### config.mk
export PLATFORM = sky130hd
export DESIGN_NAME = vr_deser
export DESIGN_NICKNAME = d
export VERILOG_FILES = /design/src/rtl/vr_deser_pkg.sv /design/src/rtl/deser_ctrl.sv /design/src/rtl/deser_onehot.sv /design/src/rtl/deser_slot.sv /design/src/rtl/vr_deser.sv
export SDC_FILE = /design/constraint.sdc
export NUM_CORES = 1
export LEC_CHECK = 0
export ABC_AREA = 1
export CORE_MARGIN = 8
export CORE_UTILIZATION = 50
export CTS_CLUSTER_DIAMETER = 60
export DETAILED_ROUTE_END_ITERATION = 8
export GPL_TIMING_DRIVEN = 0
export PLACE_DENSITY = 0.84
export SETUP_SLACK_MARGIN = 0.15
export SYNTH_ARGS = -nofsm -noshare
export SYNTH_HDL_FRONTEND = slang
export SYNTH_HIERARCHICAL = 1
export SYNTH_SLANG_ARGS = --single-unit
### constraint.sdc
create_clock -name clk -period 3.85 [get_ports clk]
set_clock_uncertainty 0.2 [all_clocks]
set_input_delay 1.155 -clock clk [delete_from_list [all_inputs] [get_ports clk]]
set_output_delay 1.155 -clock clk [all_outputs]
set_load 0.01 [all_outputs]
### src/rtl/vr_deser_pkg.sv
`timescale 1ns/1ps
package vr_deser_pkg;

    // Controller phase: gathering words, or holding a full array
    typedef enum logic {
        PH_FILL = 1'b0,
        PH_HOLD = 1'b1
    } phase_e;

endpackage

### src/rtl/deser_ctrl.sv
`timescale 1ns/1ps
module deser_ctrl #(
    parameter int SLOTS = 4,
    parameter int CNT_W = 2
) (
    input  logic             clk,
    input  logic             rst,
    input  logic             in_valid,
    input  logic             out_ready,
    output logic             in_ready,
    output logic             out_valid,
    output logic             accept,
    output logic [CNT_W-1:0] wr_idx
);
    import vr_deser_pkg::*;

    localparam logic [CNT_W-1:0] LAST_IDX = CNT_W'(SLOTS - 1);

    typedef struct packed {
        phase_e           phase;
        logic [CNT_W-1:0] cnt;
    } ctrl_s;

    ctrl_s st_d, st_q;

    assign in_ready  = (st_q.phase == PH_FILL);
    assign out_valid = (st_q.phase == PH_HOLD);
    assign accept    = in_valid && in_ready;
    assign wr_idx    = st_q.cnt;

    always_comb begin
        st_d = st_q;
        unique case (st_q.phase)
            PH_FILL: begin
                if (accept) begin
                    if (st_q.cnt == LAST_IDX) begin
                        st_d.cnt   = '0;
                        st_d.phase = PH_HOLD;
                    end else begin
                        st_d.cnt = st_q.cnt + 1'b1;
                    end
                end
            end
            PH_HOLD: begin
                if (out_ready) begin
                    st_d.phase = PH_FILL;
                end
            end
            default: st_d = st_q;
        endcase
    end

    always_ff @(posedge clk) begin
        if (rst) begin
            st_q <= '{phase: PH_FILL, cnt: '0};
        end else begin
            st_q <= st_d;
        end
    end

endmodule

### src/rtl/deser_onehot.sv
`timescale 1ns/1ps
module deser_onehot #(
    parameter int SLOTS = 4,
    parameter int CNT_W = 2
) (
    input  logic             en,
    input  logic [CNT_W-1:0] idx,
    output logic [SLOTS-1:0] sel
);
    for (genvar i = 0; i < SLOTS; i++) begin : g_bit
        assign sel[i] = en && (idx == CNT_W'(i));
    end
endmodule

### src/rtl/deser_slot.sv
`timescale 1ns/1ps
module deser_slot #(
    parameter int WORD_W = 8
) (
    input  logic              clk,
    input  logic              rst,
    input  logic              we,
    input  logic [WORD_W-1:0] din,
    output logic [WORD_W-1:0] q
);
    logic [WORD_W-1:0] data_d, data_q;

    always_comb begin
        data_d = data_q;
        if (we) begin
            data_d = din;
        end
    end

    always_ff @(posedge clk) begin
        if (rst) begin
            data_q <= '0;
        end else begin
            data_q <= data_d;
        end
    end

    assign q = data_q;
endmodule

### src/rtl/vr_deser.sv
`timescale 1ns/1ps
module vr_deser #(
    parameter int WORD_W = 8,
    parameter int SLOTS  = 4
) (
    input  logic                      clk,
    input  logic                      rst,
    input  logic                      in_valid,
    output logic                      in_ready,
    input  logic [WORD_W-1:0]         in_word,
    output logic                      out_valid,
    input  logic                      out_ready,
    output logic [SLOTS*WORD_W-1:0]   out_words
);
    localparam int CNT_W = (SLOTS > 1) ? $clog2(SLOTS) : 1;

    logic             accept;
    logic [CNT_W-1:0] wr_idx;
    logic [SLOTS-1:0] slot_we;

    deser_ctrl #(.SLOTS(SLOTS), .CNT_W(CNT_W)) u_ctrl (
        .clk       (clk),
        .rst       (rst),
        .in_valid  (in_valid),
        .out_ready (out_ready),
        .in_ready  (in_ready),
        .out_valid (out_valid),
        .accept    (accept),
        .wr_idx    (wr_idx)
    );

    deser_onehot #(.SLOTS(SLOTS), .CNT_W(CNT_W)) u_dec (
        .en  (accept),
        .idx (wr_idx),
        .sel (slot_we)
    );

    for (genvar s = 0; s < SLOTS; s++) begin : g_slot
        deser_slot #(.WORD_W(WORD_W)) u_slot (
            .clk (clk),
            .rst (rst),
            .we  (slot_we[s]),
            .din (in_word),
            .q   (out_words[s*WORD_W +: WORD_W])
        );
    end

endmodule

Word-level counts from Yosys, hierarchy flattened:

Cells that the tools add are included.

* $add $sub $neg: 1
* $mul: 0
* divide/modulo/power cells: 0
* magnitude comparators: 0
* eq/ne operators: 3
* shifts and indexed selects: 0
* muxes and demuxes: 5
* bitwise gates (word level): 1
* reductions and logical operators: 7

Operators with widths (count)
* $logic_and A1 B1 Y1: 5
* $eq A2 B2 Y1 const B: 2
* $mux W3: 1
* $add A2 B1 Y2 const B: 1
* $eq A2 B1 Y1 const B: 1
* $logic_not A2 Y1: 1
* $mux W1: 2
* $mux W2: 1
* $pmux W1 S2: 1
* $reduce_and A2 Y1: 1
* $not A1 Y1: 1

* flip-flop bits (word level): 35
* latch bits: 0
* RAM bits: 0
* memory bits (read-only): 0
* bits of input ports: 12
* output and inout port bits: 34
* logic and storage cells: 23
* memories: 0

Longest topological paths before layout:

* depth in word-level cells: 4
* gate-level depth with buffers: 9
* mapped depth without buffers: 7

Hierarchy:

Netlist, hierarchy kept.

Modules (own cells, without submodules)
* deser_slot: times used 4, cells each 51, area an instance 341.6 um2, sequential area each 160.2 um2
* deser_ctrl: times used 1, cells each 24, area an instance 153.9 um2, sequential area each 60.1 um2
* deser_onehot: times used 1, cells each 8, area an instance 30.0 um2, sequential area each 0.0 um2

Worst setup path before layout:

No wires, ideal clock.

* path kind: input to register
* start point: input port in_valid
* end point: register g_slot[2].u_slot.data_q[6]
* setup time: 0.114 ns
* arrival: 1.844 ns
* data required time: 3.536 ns
* path slack: 1.692 ns
* cell stages on the path: 9
* path buffers: 2
* path through: inv_1 -> nor2_2 -> nand2_1 -> nor2_1 -> buf_6 -> buf_6 -> nand2_1 -> nand2_1 -> nor2_2

* word-level cells in the longest chain between the ends: 2

RTL lines
* start, declared: RTL line vr_deser.sv:8 `input logic in_valid,`
* $logic_and A1 B1 Y1: RTL line deser_ctrl.sv:28 `assign accept = in_valid && in_ready;`
* net accept: RTL line vr_deser.sv:17 `logic accept;`
* $logic_and A1 B1 Y1: RTL line deser_onehot.sv:11 `assign sel[i] = en && (idx == CNT_W'(i));`
* net slot_we[2]: RTL line vr_deser.sv:19 `logic [SLOTS-1:0] slot_we;`
* end signal, assigned: RTL line deser_slot.sv:24 `data_q <= data_d;`
* end, declared: RTL line deser_slot.sv:11 `logic [WORD_W-1:0] data_d, data_q;`

The timed path passes the listed nets, and every way through them passes these cells.
A chain may end at the register's enable or synchronous reset.

Worst setup path in the final report:

* start point: register u_ctrl.st_q (netlist bit u_ctrl/out_valid)
* end point: output port in_ready

* word-level cells in the longest chain between the ends: 1

RTL lines
* start, declared: RTL line deser_ctrl.sv:24 `ctrl_s st_d, st_q;`
* start signal, assigned: RTL line deser_ctrl.sv:55 `st_q <= '{phase: PH_FILL, cnt: '0};`
* start signal, assigned: RTL line deser_ctrl.sv:57 `st_q <= st_d;`
* $not A1 Y1 (no source line)
* end, declared: RTL line vr_deser.sv:9 `output logic in_ready,`

No other way between the ends.

==> metrics.md <==
| Metric | Value |
|---|---|
| Layout area overhead | 36.16% |
| Synth cell types | 11 |
| PortBufs | 45 |
| Residual DRC count | 0 |
| Filler cell count | ~260 |
| Clk pin slew, worst setup/hold paths | roughly 90 ps |
| Rel. slew slack | approximately 84% |
| Starting DRT DRC Count | 99 |
| Syn Area/Cell | roughly 6.6 µm² |
| Synth top cells by count | nor2_1, nand2_1, inv_1 |
| Fin. Hold Viols | 0 |
| Setup_tns | 0 ps |
| Chip height | about 72 µm |
| Clock Sinks | 35 |
| Post-layout minimum cycle time | between 2000 and 3000 ps |
| CTS tree | yes |
| CP Launch Type | register |
| Final cell count without fillers | roughly 320 |
| Leak pwr | around 1.0 nW |
| Top cells by area, synth | dfxtp_1, nor2_1, nand2_1, inv_1, buf_6 |
| Routed wire length | ~3.4 mm |
| Global-route usage over all layers | between 10 and 15% |
| Rows | 20 |
| CTS H-tree depth | 2 |
| Max Fclk | between 300 and 400 MHz |
| DR vias | approximately 1,400 |
| Post-route antenna net violation count | 0 |
| Grt total ovfl | 0 |
| Final Max Tran Viols | 0 |
| Most used DFF post-synth | dfxtp_1 |
| Vias per Instance | 4.360 |
| Die X | between 70 and 80 µm |
| Vias in the first global route | 1,277 |
| Post-synthesis async set-or-reset flop share | 0% |
| Cell Pwr Density | around 370 mW/mm² |
| Initial antenna violation count | 0 |
| Postcts setup bufs | 0 |
| Register area | between 700 and 800 µm² |
| Placed cells | 314 |
| CTS Hold Buffers Added | 0 |
| GPL Wtd Cong | approximately 0.74 |
| Clock latency on the worst-skew pair | between 300 and 400 ps |
| Synthesized area | between 0.0015 and 0.002 mm² |
| Mapped Nets | 249 |
| Starting Density | about half |
| Fin crit share | 69.08% |
| Dpl hpwl | 2.498 mm |
| RSZ-0062 raised after global routing | no |
| Worst Hold Class | reg2reg |
| Yosys top cell area share | 45.20% |
| Cts repair resizes | 0 |
| First-pass GRT wire length | roughly 5.7 mm |
| DRT Pass-1 Iters | 4 |
| Die area | approximately 0.005 mm² |
| Gate Count Post-Synth | approximately 240 |
| Final net count | between 300 and 400 |
| Finish-stage setup viols | 0 |
| Wire length per cell | approximately 10 µm |
| Count leader, synth | nor2_1 |
| CP required | between 2000 and 2500 ps |
| Critical path class | reg2out |
| Crit path max fanout | 4 |
| Worst VDD drop | 229.2 µV |
| Largest net degree at the start of global routing | 11 |
| Status | finished, final reports clean |
| I/O Pins | between 40 and 50 |
| Fraction of layout cells with a size suffix above 1 | 8.651% |
| Multi-input logic area | 594.3 µm² |
| Seq cells post-synth | 35 |
| Critical Path Sink Type | output pin |
| Max-cap violations | 0 |
| Worst Path Arrival | 1300 ps |
| Longest Clk Path Bufs | 2 |
| Synth warn | 6 |
| Number of diodes | 0 |
| Area leader, netlist | dfxtp_1 |
| Post-synth EDFFs | 0 |
| Num CTS Buffers | 5 |
| Worst-Margin Slew | ~240 ps |
| CTS Root Cell | clkbuf_4 |
| Core area | roughly 0.003 mm² |
| Seq/Total Area, Yosys | a little under half |
==> per-layer routing <==
| layer | wire length (µm) | GRT usage (%) | vias up |
|---|---|---|---|
| li1 | - | - | 772 |
| met1 | 1589 | 16.67 | 587 |
| met2 | 1489 | 21.76 | 38 |
| met3 | 205 | 4.324 | 7 |
| met4 | 71 | 7.029 | 0 |
| met5 | 0 | 0 | - |
==> critical path, stage by stage, from the launching register on <==
cell and delay, ps:
dfxtp_1 360, inv_2 90, clkdlybuf4s50_1 540
==> metrics by stage <==
stage	hold WS [ps]	util, %	setup slack, ps	area [µm²]	power [mW]
after floorplan	292.4	-	1692	1550	0.4906
after global placement	256.7	68.00	1054	2042	0.5596
after detailed placement	262.2	68.00	1022	2042	0.5622
after CTS	276.9	70.29	1166	2111	0.7851
after global routing	291.4	70.29	1093	2111	0.8210
final	273.0	70.29	1190	2111	0.7750
==> layout make-up <==
type | instances | area share, %
multi-input cells | 149 | 28.16
repair buffers | 45 | 21.34
flip-flops and latches | 35 | 33.20
plain buffers | 8 | 4.268
clock buffers | 8 | 3.260
inverters | 44 | 7.825
well taps | 33 | 1.956
==> flip-flops by register name, summed over array words and instances (netlist names) <==
name,cells
g_slot.u_slot/q,32
u_ctrl/wr_idx,2
u_ctrl/out_valid,1
==> where the power goes <==
group / leakage (nW) / internal [mW] / switching (mW)
logic: 0.716 / 0.0799 / 0.0752
clock network: 0.0386 / 0.108 / 0.115
registers: 0.286 / 0.385 / 0.0123
==> cells in the final DEF, fill, tap and decap left out <==
cell,count
clkdlybuf4s50_1,45
nor2_1,69
nand2_1,67
clkbuf_4,5
clkbuf_1,1
clkbuf_8,2
buf_6,8
ha_1,1
dfxtp_1,35
inv_1,43
inv_2,1
a21oi_1,1
nand3_1,2
nor2_2,5
nand2_2,4
==> cells by family (layout without fill, tap and decap cells) <==
family,after synthesis,count (layout),synth area share [%]
flops,35,35,45.20
compound gates,1,1,0.3225
fa+ha+maj,1,1,0.8070
simple gates,147,147,37.21
buf+inv,52,105,16.46
==> final timing paths <==
path | startpoint | to | slack (ps) | cells after the start
worst max-delay path | u_ctrl/out_valid | in_ready | 1190 | 2
worst min-delay path | g_slot[2].u_slot/q[0] | g_slot[2].u_slot/q[0] | 270 | 2
worst max register to register | u_ctrl/out_valid | g_slot[2].u_slot/q[6] | 2390 | 8
worst min register to register | g_slot[2].u_slot/q[0] | g_slot[2].u_slot/q[0] | 270 | 2
Note: power is estimated with default switching activity, not from simulation.
